===== src/rtl/tcau_pkg.sv =====
package tcau_pkg;
    typedef enum logic [1:0] {
        OP_ADD  = 2'b00,
        OP_SUB  = 2'b01,
        OP_NEG  = 2'b10,
        OP_WADD = 2'b11
    } tcau_op_e;
endpackage


===== src/rtl/tcau_prep.sv =====
// Operand conditioning: sign-extends to WIDTH+1 and applies inversion / carry-in
module tcau_prep
    import tcau_pkg::*;
#(
    parameter int WIDTH = 8
) (
    input  tcau_op_e         op,
    input  logic [WIDTH-1:0] a,
    input  logic [WIDTH-1:0] b,
    output logic [WIDTH:0]   x,
    output logic [WIDTH:0]   y,
    output logic             cin
);
    logic [WIDTH:0] a_ext;
    logic [WIDTH:0] b_ext;

    assign a_ext = {a[WIDTH-1], a};
    assign b_ext = {b[WIDTH-1], b};

    always_comb begin
        unique case (op)
            OP_ADD: begin
                x   = a_ext;
                y   = b_ext;
                cin = 1'b0;
            end
            OP_SUB: begin
                x   = a_ext;
                y   = ~b_ext;
                cin = 1'b1;
            end
            OP_NEG: begin
                x   = ~a_ext;
                y   = '0;
                cin = 1'b1;
            end
            OP_WADD: begin
                x   = a_ext;
                y   = b_ext;
                cin = 1'b0;
            end
            default: begin
                x   = a_ext;
                y   = b_ext;
                cin = 1'b0;
            end
        endcase
    end
endmodule


===== src/rtl/tcau_adder.sv =====
// Ripple adder exposing the carry into every bit position
module tcau_adder #(
    parameter int LEN = 9
) (
    input  logic [LEN-1:0] x,
    input  logic [LEN-1:0] y,
    input  logic           cin,
    output logic [LEN-1:0] sum,
    output logic [LEN:0]   carry
);
    assign carry[0] = cin;

    for (genvar i = 0; i < LEN; i++) begin : g_bit
        logic prop;
        assign prop         = x[i] ^ y[i];
        assign sum[i]       = prop ^ carry[i];
        assign carry[i + 1] = (x[i] & y[i]) | (carry[i] & prop);
    end
endmodule


===== src/rtl/tcau_flags.sv =====
// Status flags from the adder sum and carry chain
module tcau_flags
    import tcau_pkg::*;
#(
    parameter int WIDTH = 8
) (
    input  tcau_op_e         op,
    input  logic [WIDTH:0]   sum,
    input  logic [WIDTH+1:0] carry,
    output logic             c,
    output logic             v,
    output logic             n,
    output logic             z
);
    always_comb begin
        unique case (op)
            OP_WADD: begin
                c = carry[WIDTH+1];
                v = 1'b0;
                n = sum[WIDTH];
                z = (sum == '0);
            end
            default: begin
                c = carry[WIDTH];
                v = carry[WIDTH] ^ carry[WIDTH-1];
                n = sum[WIDTH-1];
                z = (sum[WIDTH-1:0] == '0);
            end
        endcase
    end
endmodule


===== src/rtl/tcau_top.sv =====
module tcau_top
    import tcau_pkg::*;
#(
    parameter int WIDTH = 8
) (
    input  logic [1:0]       op_sel,
    input  logic [WIDTH-1:0] op_a,
    input  logic [WIDTH-1:0] op_b,
    output logic [WIDTH-1:0] res,
    output logic [WIDTH:0]   res_wide,
    output logic             flag_c,
    output logic             flag_v,
    output logic             flag_n,
    output logic             flag_z
);
    localparam int LEN = WIDTH + 1;

    tcau_op_e       op;
    logic [LEN-1:0] x_in;
    logic [LEN-1:0] y_in;
    logic           cin;
    logic [LEN-1:0] sum;
    logic [LEN:0]   carry;

    assign op = tcau_op_e'(op_sel);

    tcau_prep #(.WIDTH(WIDTH)) u_prep (
        .op  (op),
        .a   (op_a),
        .b   (op_b),
        .x   (x_in),
        .y   (y_in),
        .cin (cin)
    );

    tcau_adder #(.LEN(LEN)) u_add (
        .x     (x_in),
        .y     (y_in),
        .cin   (cin),
        .sum   (sum),
        .carry (carry)
    );

    tcau_flags #(.WIDTH(WIDTH)) u_flags (
        .op    (op),
        .sum   (sum),
        .carry (carry),
        .c     (flag_c),
        .v     (flag_v),
        .n     (flag_n),
        .z     (flag_z)
    );

    assign res      = sum[WIDTH-1:0];
    assign res_wide = sum;
endmodule


===== config.mk =====
export PLATFORM = sky130hd
export DESIGN_NAME = tcau_top
export DESIGN_NICKNAME = d
export VERILOG_FILES = /design/src/rtl/tcau_pkg.sv /design/src/rtl/tcau_prep.sv /design/src/rtl/tcau_adder.sv /design/src/rtl/tcau_flags.sv /design/src/rtl/tcau_top.sv
export SDC_FILE = /design/constraint.sdc
export NUM_CORES = 1
export LEC_CHECK = 0
export ABC_AREA = 1
export BUFFER_PORTS_ARGS = -buffer_cell sky130_fd_sc_hd__buf_2
export CAP_MARGIN = 20
export CORE_AREA = 2 2 39 41
export DETAILED_ROUTE_END_ITERATION = 10
export DIE_AREA = 0 0 41 43
export GPL_ROUTABILITY_DRIVEN = 0
export PLACE_DENSITY = 0.82
export SYNTH_ARGS = -nofsm -noshare
export SYNTH_HDL_FRONTEND = slang
export SYNTH_SLANG_ARGS = --single-unit

===== constraint.sdc =====
create_clock -name vclk -period 13
set_input_delay 0.65 -clock vclk [all_inputs]
set_output_delay 0.65 -clock vclk [all_outputs]
set_load 0.005 [all_outputs]

==> impl_summary.txt, run 1 <==
----------------------------------------------------
[Routing]
  Final antenna-violating net count ... 0
  Detailed-route via count ... about 530
  Drt total wl ... about 1200 um
  Count of unresolved DRC violations after routing ... 0
  Average detailed-routed wire length per instance ... 9.675 um
  1st-pass router iterations ... 2
  Drt via density ... 4.433
  Iteration-0 DRC Markers ... 5

[Clock tree]
  Post-cts sizing count ... 0
  Total of hold buffers inserted after clock tree synthesis ... 0
  Number of post-CTS setup repair buffers ... 0

[Timing]
  Period Utilization, post-route ... 42.40%
  Worst slew slack as a fraction of its limit ... approximately 69%
  Measured slew at the worst slew-check pin ... around 0.46 ns
  Final number of max-transition violations ... 0
  Unrepaired setup endpoints after global routing ... false
  Setup TNS ... 0 ns
  Fin crit period ... ~5.5 ns
  Final setup violation count ... 0
  Final hold violation count ... 0
  Timing-limited maximum frequency ... 0.1814 GHz

[Pwr]
  Maximum vdd drop ... 0.03444 mV
  Leakage ... about 0.41 nW
  Power per unit of standard cell area ... 90.84 nW/um^2

[Critical path]
  Worst Setup End Kind ... primary output
  Worst setup path category ... input pin to primary output
  Required @ worst endpoint ... 12.35 ns
  Launching element type of the critical path ... input pin
  Maximum net fanout on the critical path ... 8
  Arrival time of the worst setup path ... 4.86 ns

[Logic synthesis]
  Net count of the mapped netlist ... 105
  Avg Cell Area, Syn ... roughly 7.4 sq um
  Instance count of the mapped netlist ... 75
  Number of synthesis warnings ... 0
  Summed instance area of the synthesized netlist ... approximately 560 sq um
  Netlist cell types ... 15
  Sequential cell area fraction in the yosys report ... 0%

[Status]
  Outcome ... complete, no violations

[Layout]
  Fraction of layout cells with a size suffix above 1 ... about two fifths
  Fill cells ... ~160
  Sequential cells ... 0
  Share of the core filled with cells ... around half
  Layout Area Growth over Synthesis ... 24.44%
  Most common cell after layout, fill and taps aside ... sky130_fd_sc_hd__buf_2
  Commonest cells after routing, fill and taps aside ... sky130_fd_sc_hd__buf_2, sky130_fd_sc_hd__inv_1, sky130_fd_sc_hd__nor2_1, sky130_fd_sc_hd__fa_1, sky130_fd_sc_hd__nand2_1
  Antenna cell count ... 0
  Layout net count ... 136
  Clk_buf instances ... 0
  Final instance area ... 694.4 sq um
  Flip-flop and latch area ... 0 sq um

[Floorplan]
  Core region area ... 1384 sq um
  Num rows ... 14
  Number of top-level pins ... 39
  Die outline area ... 1763 sq um
  Die boundary height ... roughly 43 um
  Horiz. Die Dim ... 41 um
  Initial core utilization ... 40.33%

[Job]
  Max Cap Violations ... 0

[GRT]
  GRT Residual Overflow ... 0
  Global routing usage summed across all routing layers ... about 14%
  Global-route wire length before repair ... 1863 um
  Largest net degree at the start of global routing ... 10
  Initial antenna violation count ... 0
  Number of global-route vias before repair ... around 470

[Place]
  Hpwl dp ... 1053 um
  Area after detailed placement ... between 600 and 700 sq um
  Port bufs ... 39

[Worst hold path]
  Path type of the worst min-delay path ... input pin to primary output

----------------------------------------------------
[synth_stat cells, drive strengths merged]
cell   instances  area (sq um)
inv           14         52.55
nor2          11         41.29
buf           10         78.82
fa             9         180.2
nand2          8         37.54
a21oi          5         25.02
o21ai          5         25.02
xnor2          4         35.03
xor2           4         35.03
ha             3         37.54
nand3          1         5.000
nor3           1         5.000
[cells by family (layout without fill, tap and decap cells)]
family | after synthesis | in the layout | share of synthesized area, %
adder cells (fa/ha/maj) | 12 | 12 | 39.01
AO/OA/AOI/OAI | 10 | 10 | 8.967
XOR/XNOR | 8 | 8 | 12.55
AND/OR/NAND/NOR | 21 | 21 | 15.92
buffers and inverters | 24 | 53 | 23.54
[worst paths after layout]
path,slack [ns],startpoint,to,cells past startpoint
setup / recovery,7.49,op_sel[0],flag_z,22
hold / removal,1.82,op_sel[1],flag_v,4
[area by class of cell]
type,count,area [sq um],area share [%]
Tap cell,16,20.02,2.883
Inverter,14,52.55,7.568
Timing Repair Buffer,39,195.2,28.11
Multi-Input combinational cell,51,426.7,61.44
[report_power, final]
group	switching, mW	leakage (nW)	internal (mW)
combinational	0.0328	0.405	0.0302
clock	0	0	0
sequential	0	0	0
total	0.0328	0.405	0.0302
[metal layers]
layer	global-route usage, %	up-vias	routed length [um]
met2	26.25	27	545
met3	1.047	0	115
met5	0	-	0
met1	18.54	231	501
met4	0	0	0
li1	-	274	-
[critical path: stages]
cell                      delay (ns)
sky130_fd_sc_hd__buf_2          0.12
sky130_fd_sc_hd__inv_1          0.05
sky130_fd_sc_hd__ha_1           0.42
sky130_fd_sc_hd__xnor2_1        0.16
sky130_fd_sc_hd__fa_1           0.40
sky130_fd_sc_hd__inv_1          0.07
sky130_fd_sc_hd__fa_1           0.18
sky130_fd_sc_hd__fa_1           0.17
sky130_fd_sc_hd__inv_1          0.06
sky130_fd_sc_hd__fa_1           0.38
sky130_fd_sc_hd__fa_1           0.36
sky130_fd_sc_hd__inv_1          0.08
sky130_fd_sc_hd__fa_1           0.18
sky130_fd_sc_hd__fa_1           0.19
sky130_fd_sc_hd__inv_1          0.07
sky130_fd_sc_hd__fa_1           0.42
sky130_fd_sc_hd__fa_1           0.49
sky130_fd_sc_hd__inv_1          0.04
sky130_fd_sc_hd__nand2_1        0.06
sky130_fd_sc_hd__nand3_1        0.07
sky130_fd_sc_hd__nor2_1         0.10
sky130_fd_sc_hd__buf_2          0.12
[per-stage QoR]
| step | hold slack [ns] | instances | total power, mW | worst slack, ns |
|---|---|---|---|---|
| finish | 1.815 | 120 | 0.06308 | 7.489 |
| global route | 1.862 | 120 | 0.07459 | 7.149 |
| CTS | 1.820 | 120 | 0.06412 | 7.441 |
| detailed placement | 1.819 | 120 | 0.06395 | 7.439 |
| global placement | 1.808 | 120 | 0.06214 | 7.571 |
| floorplan | 1.560 | 75 | 0.04818 | 7.955 |
Power figures use the tool's default switching activity.
==> inputs of run 2 (changes only) <==
--- a/config.mk
+++ b/config.mk
@@ -8,9 +8,9 @@
 export ABC_AREA = 1
 export BUFFER_PORTS_ARGS = -buffer_cell sky130_fd_sc_hd__buf_2
 export CAP_MARGIN = 20
-export CORE_AREA = 2 2 39 41
+export CORE_MARGIN = 2
+export CORE_UTILIZATION = 40
 export DETAILED_ROUTE_END_ITERATION = 10
-export DIE_AREA = 0 0 41 43
 export GPL_ROUTABILITY_DRIVEN = 0
 export PLACE_DENSITY = 0.82
 export SYNTH_ARGS = -nofsm -noshare
==> constraint.sdc (replaced) <==
create_clock -name vclk -period 4.6
set_input_delay 0.23 -clock vclk [all_inputs]
set_output_delay 0.23 -clock vclk [all_outputs]
set_load 0.005 [all_outputs]
==> run 2 against run 1 <==
Global-route usage grew 1.3 points. Sequential share of layout area is the same. Core utilization grew 9.1 points. Die area shrank 3.0%. Non-clock buffer count grew 4. Worst setup slack lost 7.3 ns. Via count grew 6.8%. Hold slack lost 0.81 ns. Count of clock-buffer cells in the layout is the same. Critical path type unchanged. Critical endpoint unchanged. Largest cell class unchanged. Largest power group unchanged. Highest routed layer unchanged.
==> impl_summary.txt, run 2 (synthesized netlist as in run 1, its figures left out) <==
----------------------------------------------------
[Critical path]
  Timing startpoint of the critical path ... op_sel[0] (unchanged)
  Worst Setup End Kind ... primary output (unchanged)
  Launching element type of the critical path ... input pin (unchanged)
  Setup crit end ... flag_z (unchanged)
  Maximum net fanout on the critical path ... 3 (was 8)
  Required @ worst endpoint ... 4.37 ns (was 12.35 ns)
  Arrival time of the worst setup path ... 4.21 ns (was 4.86 ns)
  Worst setup path category ... input pin to primary output (unchanged)

[Job]
  Max Cap Violations ... 0 (unchanged)

[Floorplan]
  Initial core utilization ... 42.88% (was 40.33%)
  Core region area ... 1301 sq um (was 1384 sq um)
  Die boundary height ... 41.35 um (was 43 um)
  Number of top-level pins ... 39 (unchanged)
  Die outline area ... 1710 sq um (was 1763 sq um)
  Num rows ... 13 (was 14)
  Horiz. Die Dim ... 41.35 um (was 41 um)

[Timing]
  Final setup violation count ... 0 (unchanged)
  Fin crit period ... 4.437 ns
  Worst hold slack after final layout ... 1.003 ns (was 1.815 ns)
  Unrepaired setup endpoints after global routing ... true (was false)
  Period Utilization, post-route ... around 96%
  Measured slew at the worst slew-check pin ... 0.4465 ns (was 0.4583 ns)
  Timing-limited maximum frequency ... ~0.23 GHz
  Setup TNS ... 0 ns (unchanged)
  Final number of max-transition violations ... 0 (unchanged)
  Worst slew slack as a fraction of its limit ... 69.92% (was 69.13%)
  Final hold violation count ... 0 (unchanged)

[Layout]
  Fraction of layout cells with a size suffix above 1 ... 54.63% (was 39.42%)
  Flip-flop and latch area ... 0 sq um (unchanged)
  Share of the core filled with cells ... 59.33% (was 50.18%)
  Layout Area Growth over Synthesis ... 38.34% (was 24.44%)
  Antenna cell count ... 0 (unchanged)
  Clk_buf instances ... 0 (unchanged)
  Layout net count ... 140 (was 136)
  Sequential cells ... 0 (unchanged)
  Commonest cells after routing, fill and taps aside ... sky130_fd_sc_hd__buf_2, sky130_fd_sc_hd__nor2_1, sky130_fd_sc_hd__inv_1, sky130_fd_sc_hd__nand2_1, sky130_fd_sc_hd__fa_2 (was sky130_fd_sc_hd__buf_2, sky130_fd_sc_hd__inv_1, sky130_fd_sc_hd__nor2_1, sky130_fd_sc_hd__fa_1, sky130_fd_sc_hd__nand2_1)
  Most common cell after layout, fill and taps aside ... sky130_fd_sc_hd__buf_2 (unchanged)

[Routing]
  1st-pass router iterations ... 2 (unchanged)
  Drt via density ... 4.618 (was 4.433)
  Average detailed-routed wire length per instance ... 9.959 um (was 9.675 um)
  Drt total wl ... 1225 um (was 1161 um)
  Detailed-route via count ... 568 (was 532)
  Iteration-0 DRC Markers ... 2 (was 5)
  Final antenna-violating net count ... 0 (unchanged)
  Count of unresolved DRC violations after routing ... 0 (unchanged)

[GRT]
  Global-route met2 utilization ... 33.59% (was 26.25%)
  Number of global-route vias before repair ... 484 (was 468)
  Global-route wire length before repair ... 1821 um (was 1863 um)
  Most used routing layer in global routing ... met2 (unchanged)
  Met3 Resource Use GR ... 0% (was 1.047%)
  GRT Residual Overflow ... 0 (unchanged)
  Met1 capacity usage during global routing ... 17.88% (was 18.54%)
  Global routing usage summed across all routing layers ... 15.66% (was 14.39%)
  Initial antenna violation count ... 0 (unchanged)
  Largest net degree at the start of global routing ... 8 (was 10)

[Place]
  Port bufs ... 39 (unchanged)
  Hpwl dp ... 1066 um (was 1053 um)

[Clock tree]
  Total of hold buffers inserted after clock tree synthesis ... 0 (unchanged)

[Pwr]
  Power per unit of standard cell area ... 250.8 nW/um^2 (was 90.84 nW/um^2)
  Maximum vdd drop ... 0.1265 mV (was 0.03444 mV)
  Leakage ... 0.4173 nW (was 0.4051 nW)

[Status]
  Outcome ... complete, no violations (unchanged)

[Worst hold path]
  Number of instances on the worst hold path ... 4 (unchanged)
  Path type of the worst min-delay path ... input pin to primary output (unchanged)

----------------------------------------------------
[run 2: per-layer routing]
metal	up-vias	routed length [um]
li1	282	-
met1	264	501
met2	22	654
met3	0	69
met4	0	0
met5	-	0
[run 2: power breakdown]
part	switching [mW]	leakage, nW	internal [mW]
clock	0	0	0
sequential	0	0	0
combinational	0.0980	0.417	0.0956
total	0.0980	0.417	0.0956
[run 2: area by class of cell]
class / instances / area (sq um)
multi-input combinational: 51 / 473.0
inverter: 14 / 52.55
timing repair buffer: 43 / 227.7
tap: 15 / 18.77
fill: 127 / 529.3
[run 2: stage by stage]
step / area, sq um / instances / setup WS (ns) / power (mW)
3_3_place_gp: 715.7 / 122 / 0.09567 / 0.1773
4_1_cts: 715.7 / 122 / 0.002983 / 0.1828
2_1_floorplan: 558.0 / 75 / 0.3951 / 0.1362
3_5_place_dp: 715.7 / 122 / 0.01161 / 0.1823
5_1_grt: 772.0 / 123 / -0.03810 / 0.2278
6_report: 772.0 / 123 / 0.1635 / 0.1936
[run 2: worst min-delay path by stage]
stage               from      to
5_1_grt        op_sel[0]  flag_v
4_1_cts        op_sel[1]  flag_v
2_1_floorplan  op_sel[1]  flag_v
3_5_place_dp   op_sel[1]  flag_v
6_report       op_sel[0]  flag_v
3_3_place_gp   op_sel[1]  flag_v
[run 2: what timing repair did]
| item | in CTS | in global routing |
|---|---|---|
| buffers inserted | 0 | 1 |
| endpoints found under the setup margin | 0 | 4 |
| resized for setup | 0 | 17 |
| endpoints found under the hold margin | 0 | 0 |
[run 2: critical path: stages]
cell and delay (ns):
sky130_fd_sc_hd__buf_4 0.11, sky130_fd_sc_hd__inv_2 0.05, sky130_fd_sc_hd__ha_4 0.28, sky130_fd_sc_hd__nand2_4 0.05
sky130_fd_sc_hd__nand2_1 0.06, sky130_fd_sc_hd__o21ai_2 0.06, sky130_fd_sc_hd__fa_2 0.38, sky130_fd_sc_hd__inv_1 0.08
sky130_fd_sc_hd__fa_2 0.19, sky130_fd_sc_hd__fa_1 0.17, sky130_fd_sc_hd__inv_1 0.06, sky130_fd_sc_hd__fa_2 0.33
sky130_fd_sc_hd__fa_2 0.34, sky130_fd_sc_hd__inv_2 0.07, sky130_fd_sc_hd__fa_2 0.21, sky130_fd_sc_hd__fa_2 0.21
sky130_fd_sc_hd__inv_2 0.05, sky130_fd_sc_hd__fa_2 0.40, sky130_fd_sc_hd__fa_1 0.50, sky130_fd_sc_hd__inv_2 0.04
sky130_fd_sc_hd__nand2_1 0.08, sky130_fd_sc_hd__nand3_1 0.08, sky130_fd_sc_hd__nor2_1 0.08, sky130_fd_sc_hd__buf_2 0.11
==> inputs of run 3 (changes only) <==
==> constraint.sdc (replaced) <==
create_clock -name vclk -period 3.9
set_input_delay 0.195 -clock vclk [all_inputs]
set_output_delay 0.195 -clock vclk [all_outputs]
set_load 0.005 [all_outputs]
==> run 3 against run 2 <==
The run now ends with negative setup slack left. Worst setup slack lost 0.43 ns. Power grew 54%. Non-clock buffer count grew 9. Sequential share of layout area is the same. First-iteration DRC count shrank 100%. Hold slack lost 0.044 ns. Critical path type unchanged. Critical endpoint is now res_wide[8]. Largest cell class unchanged. Largest power group unchanged.
==> impl_summary.txt, run 3 (synthesized netlist as in run 1, its figures left out) <==
----------------------------------------------------
[Layout]
  Commonest cells after routing, fill and taps aside ... sky130_fd_sc_hd__buf_2, sky130_fd_sc_hd__buf_4, sky130_fd_sc_hd__nor2_1, sky130_fd_sc_hd__inv_2, sky130_fd_sc_hd__fa_2 (was sky130_fd_sc_hd__buf_2, sky130_fd_sc_hd__nor2_1, sky130_fd_sc_hd__inv_1, sky130_fd_sc_hd__nand2_1, sky130_fd_sc_hd__fa_2)
  Final instance area ... 897.1 sq um (was 772.0 sq um)
  Layout Area Growth over Synthesis ... 60.76% (was 38.34%)
  Sequential cells ... 0 (unchanged)
  Clk_buf instances ... 0 (unchanged)
  Most common cell after layout, fill and taps aside ... sky130_fd_sc_hd__buf_2 (unchanged)
  Layout net count ... 149 (was 140)
  Fraction of layout cells with a size suffix above 1 ... 66.67% (was 54.63%)
  Flip-flop and latch area ... 0 sq um (unchanged)
  Antenna cell count ... 0 (unchanged)

[Critical path]
  Critical path cell sequence ... buf_8 > inv_4 > ha_4 > nand2_4 > nand2_2 > o21ai_2 > fa_2 > inv_2 > fa_2 > fa_2 > inv_2 > fa_2 > fa_2 > inv_2 > fa_2 > fa_2 > inv_2 > fa_2 > fa_1 > inv_2 > buf_4 > buf_4 > buf_6 (was buf_4 > inv_2 > ha_4 > nand2_4 > nand2_1 > o21ai_2 > fa_2 > inv_1 > fa_2 > fa_1 > inv_1 > fa_2 > fa_2 > inv_2 > fa_2 > fa_2 > inv_2 > fa_2 > fa_1 > inv_2 > nand2_1 > nand3_1 > nor2_1 > buf_2)
  Worst Setup End Kind ... primary output (unchanged)
  Maximum net fanout on the critical path ... 3 (unchanged)
  Launching element type of the critical path ... input pin (unchanged)
  Required @ worst endpoint ... 3.70 ns (was 4.37 ns)
  Worst setup path category ... input pin to primary output (unchanged)
  Crit-path most repeated cell ... sky130_fd_sc_hd__fa_2 (unchanged)
  Slowest cell delay on critical path ... 0.50 ns (about the same)
  Cell family with the largest share of critical-path delay ... adder cells (unchanged)
  Critical path buffers and inverters ... 10 (was 8)
  Arrival time of the worst setup path ... 3.97 ns (was 4.21 ns)
  CP max stage cell ... sky130_fd_sc_hd__fa_1 (unchanged)

[GRT]
  Most used routing layer in global routing ... met2 (unchanged)
  Met1 capacity usage during global routing ... 19.67% (was 17.88%)
  Initial antenna violation count ... 0 (unchanged)
  Number of global-route vias before repair ... 511 (was 484)
  GRT Residual Overflow ... 0 (unchanged)
  Global-route met2 utilization ... 34.38% (was 33.59%)
  Global routing usage summed across all routing layers ... 16.95% (was 15.66%)
  Largest net degree at the start of global routing ... 8 (unchanged)
  Met3 Resource Use GR ... 0.5319% (was 0%)
  Global-route wire length before repair ... 1994 um (was 1821 um)

[Routing]
  Final antenna-violating net count ... 0 (unchanged)
  1st-pass router iterations ... 1 (was 2)
  Drt total wl ... 1449 um (was 1225 um)
  Drt via density ... 4.659 (was 4.618)
  Iteration-0 DRC Markers ... 0 (was 2)
  Count of unresolved DRC violations after routing ... 0 (unchanged)
  Average detailed-routed wire length per instance ... 10.98 um (was 9.959 um)
  Detailed-route via count ... 615 (was 568)

[Timing]
  Unrepaired setup endpoints after global routing ... true (unchanged)
  Final setup violation count ... 4 (was 0)
  Fin crit period ... 4.162 ns
  Measured slew at the worst slew-check pin ... 0.4471 ns (was 0.4465 ns)
  Final hold violation count ... 0 (unchanged)
  Period Utilization, post-route ... 106.7%
  Least setup slack across all paths after layout ... -0.2622 ns (was 0.1635 ns)
  Timing-limited maximum frequency ... 0.2403 GHz
  Worst slew slack as a fraction of its limit ... 69.88% (was 69.92%)
  Final number of max-transition violations ... 0 (unchanged)
  Worst hold slack after final layout ... 0.9587 ns (was 1.003 ns)

[Job]
  Max Cap Violations ... 0 (unchanged)

[Status]
  Violations in the final reports ... negative setup slack
  Outcome ... finished, violations left (was complete, no violations)

[Pwr]
  Power per unit of standard cell area ... 332.1 nW/um^2 (was 250.8 nW/um^2)
  Maximum vdd drop ... 0.1919 mV (was 0.1265 mV)
  Total power ... 298.0 uW (was 193.6 uW)
  Leakage ... 0.4740 nW (was 0.4173 nW)

[Floorplan]
  Die boundary height ... 41.35 um (unchanged)
  Num rows ... 13 (unchanged)
  Die outline area ... 1710 sq um (unchanged)
  Horiz. Die Dim ... 41.35 um (unchanged)
  Initial core utilization ... 42.88% (unchanged)
  Core region area ... 1301 sq um (unchanged)
  Number of top-level pins ... 39 (unchanged)

[Place]
  Area after detailed placement ... 788.3 sq um (was 715.7 sq um)
  Hpwl dp ... 1229 um (was 1066 um)
  Port bufs ... 39 (unchanged)

[Worst hold path]
  Path type of the worst min-delay path ... input pin to primary output (unchanged)

----------------------------------------------------
[run 3: area by class of cell]
type	count	area, sq um
Timing Repair Buffer	52	331.6
Inverter	14	55.05
Tap cell	15	18.77
Multi-Input combinational cell	51	491.7
Fill cell	117	404.1
[run 3: tightest hold or removal path: stages]
cell	delay [ns]
sky130_fd_sc_hd__buf_6	0.09
sky130_fd_sc_hd__ha_1	0.27
sky130_fd_sc_hd__nor3_1	0.09
sky130_fd_sc_hd__buf_2	0.12
[run 3: power by group]
group | leakage, nW | total [mW] | switching, mW | internal, mW
sequential | 0 | 0 | 0 | 0
clock | 0 | 0 | 0 | 0
combinational | 0.474 | 0.298 | 0.135 | 0.163
total | 0.474 | 0.298 | 0.135 | 0.163
[run 3: per-stage QoR]
step | setup TNS, ns | setup slack (ns) | util (%) | instances
finish | -0.7213 | -0.2622 | 68.94 | 132
global placement | -0.8077 | -0.3100 | 60.58 | 127
floorplan | -0.09291 | -0.09291 | - | 75
detailed placement | -1.265 | -0.4065 | 60.58 | 127
global route | -1.630 | -0.4893 | 68.94 | 132
CTS | -0.5979 | -0.2604 | 64.90 | 128
[run 3: repair_timing]
item | CTS | global route
gates resized for setup | 19 | 7
hold buffers | 0 | 0
setup buffers | 1 | 5
pin swaps | 1 | 0
endpoints found under the setup margin | 6 | 7
gates cloned | 0 | 0
[run 3: path summary, 6_finish.rpt]
kind                   from          end  slack [ns]  cells after the start
hold / removal    op_sel[1]       flag_v        0.96                      4
setup / recovery  op_sel[0]  res_wide[8]       -0.26                     23
[run 3: metal layers]
layer / vias to the layer above / share of wire [%]
met5: - / 0
li1: 300 / -
met3: 0 / 4.1
met2: 21 / 56
met1: 294 / 40
met4: 0 / 0
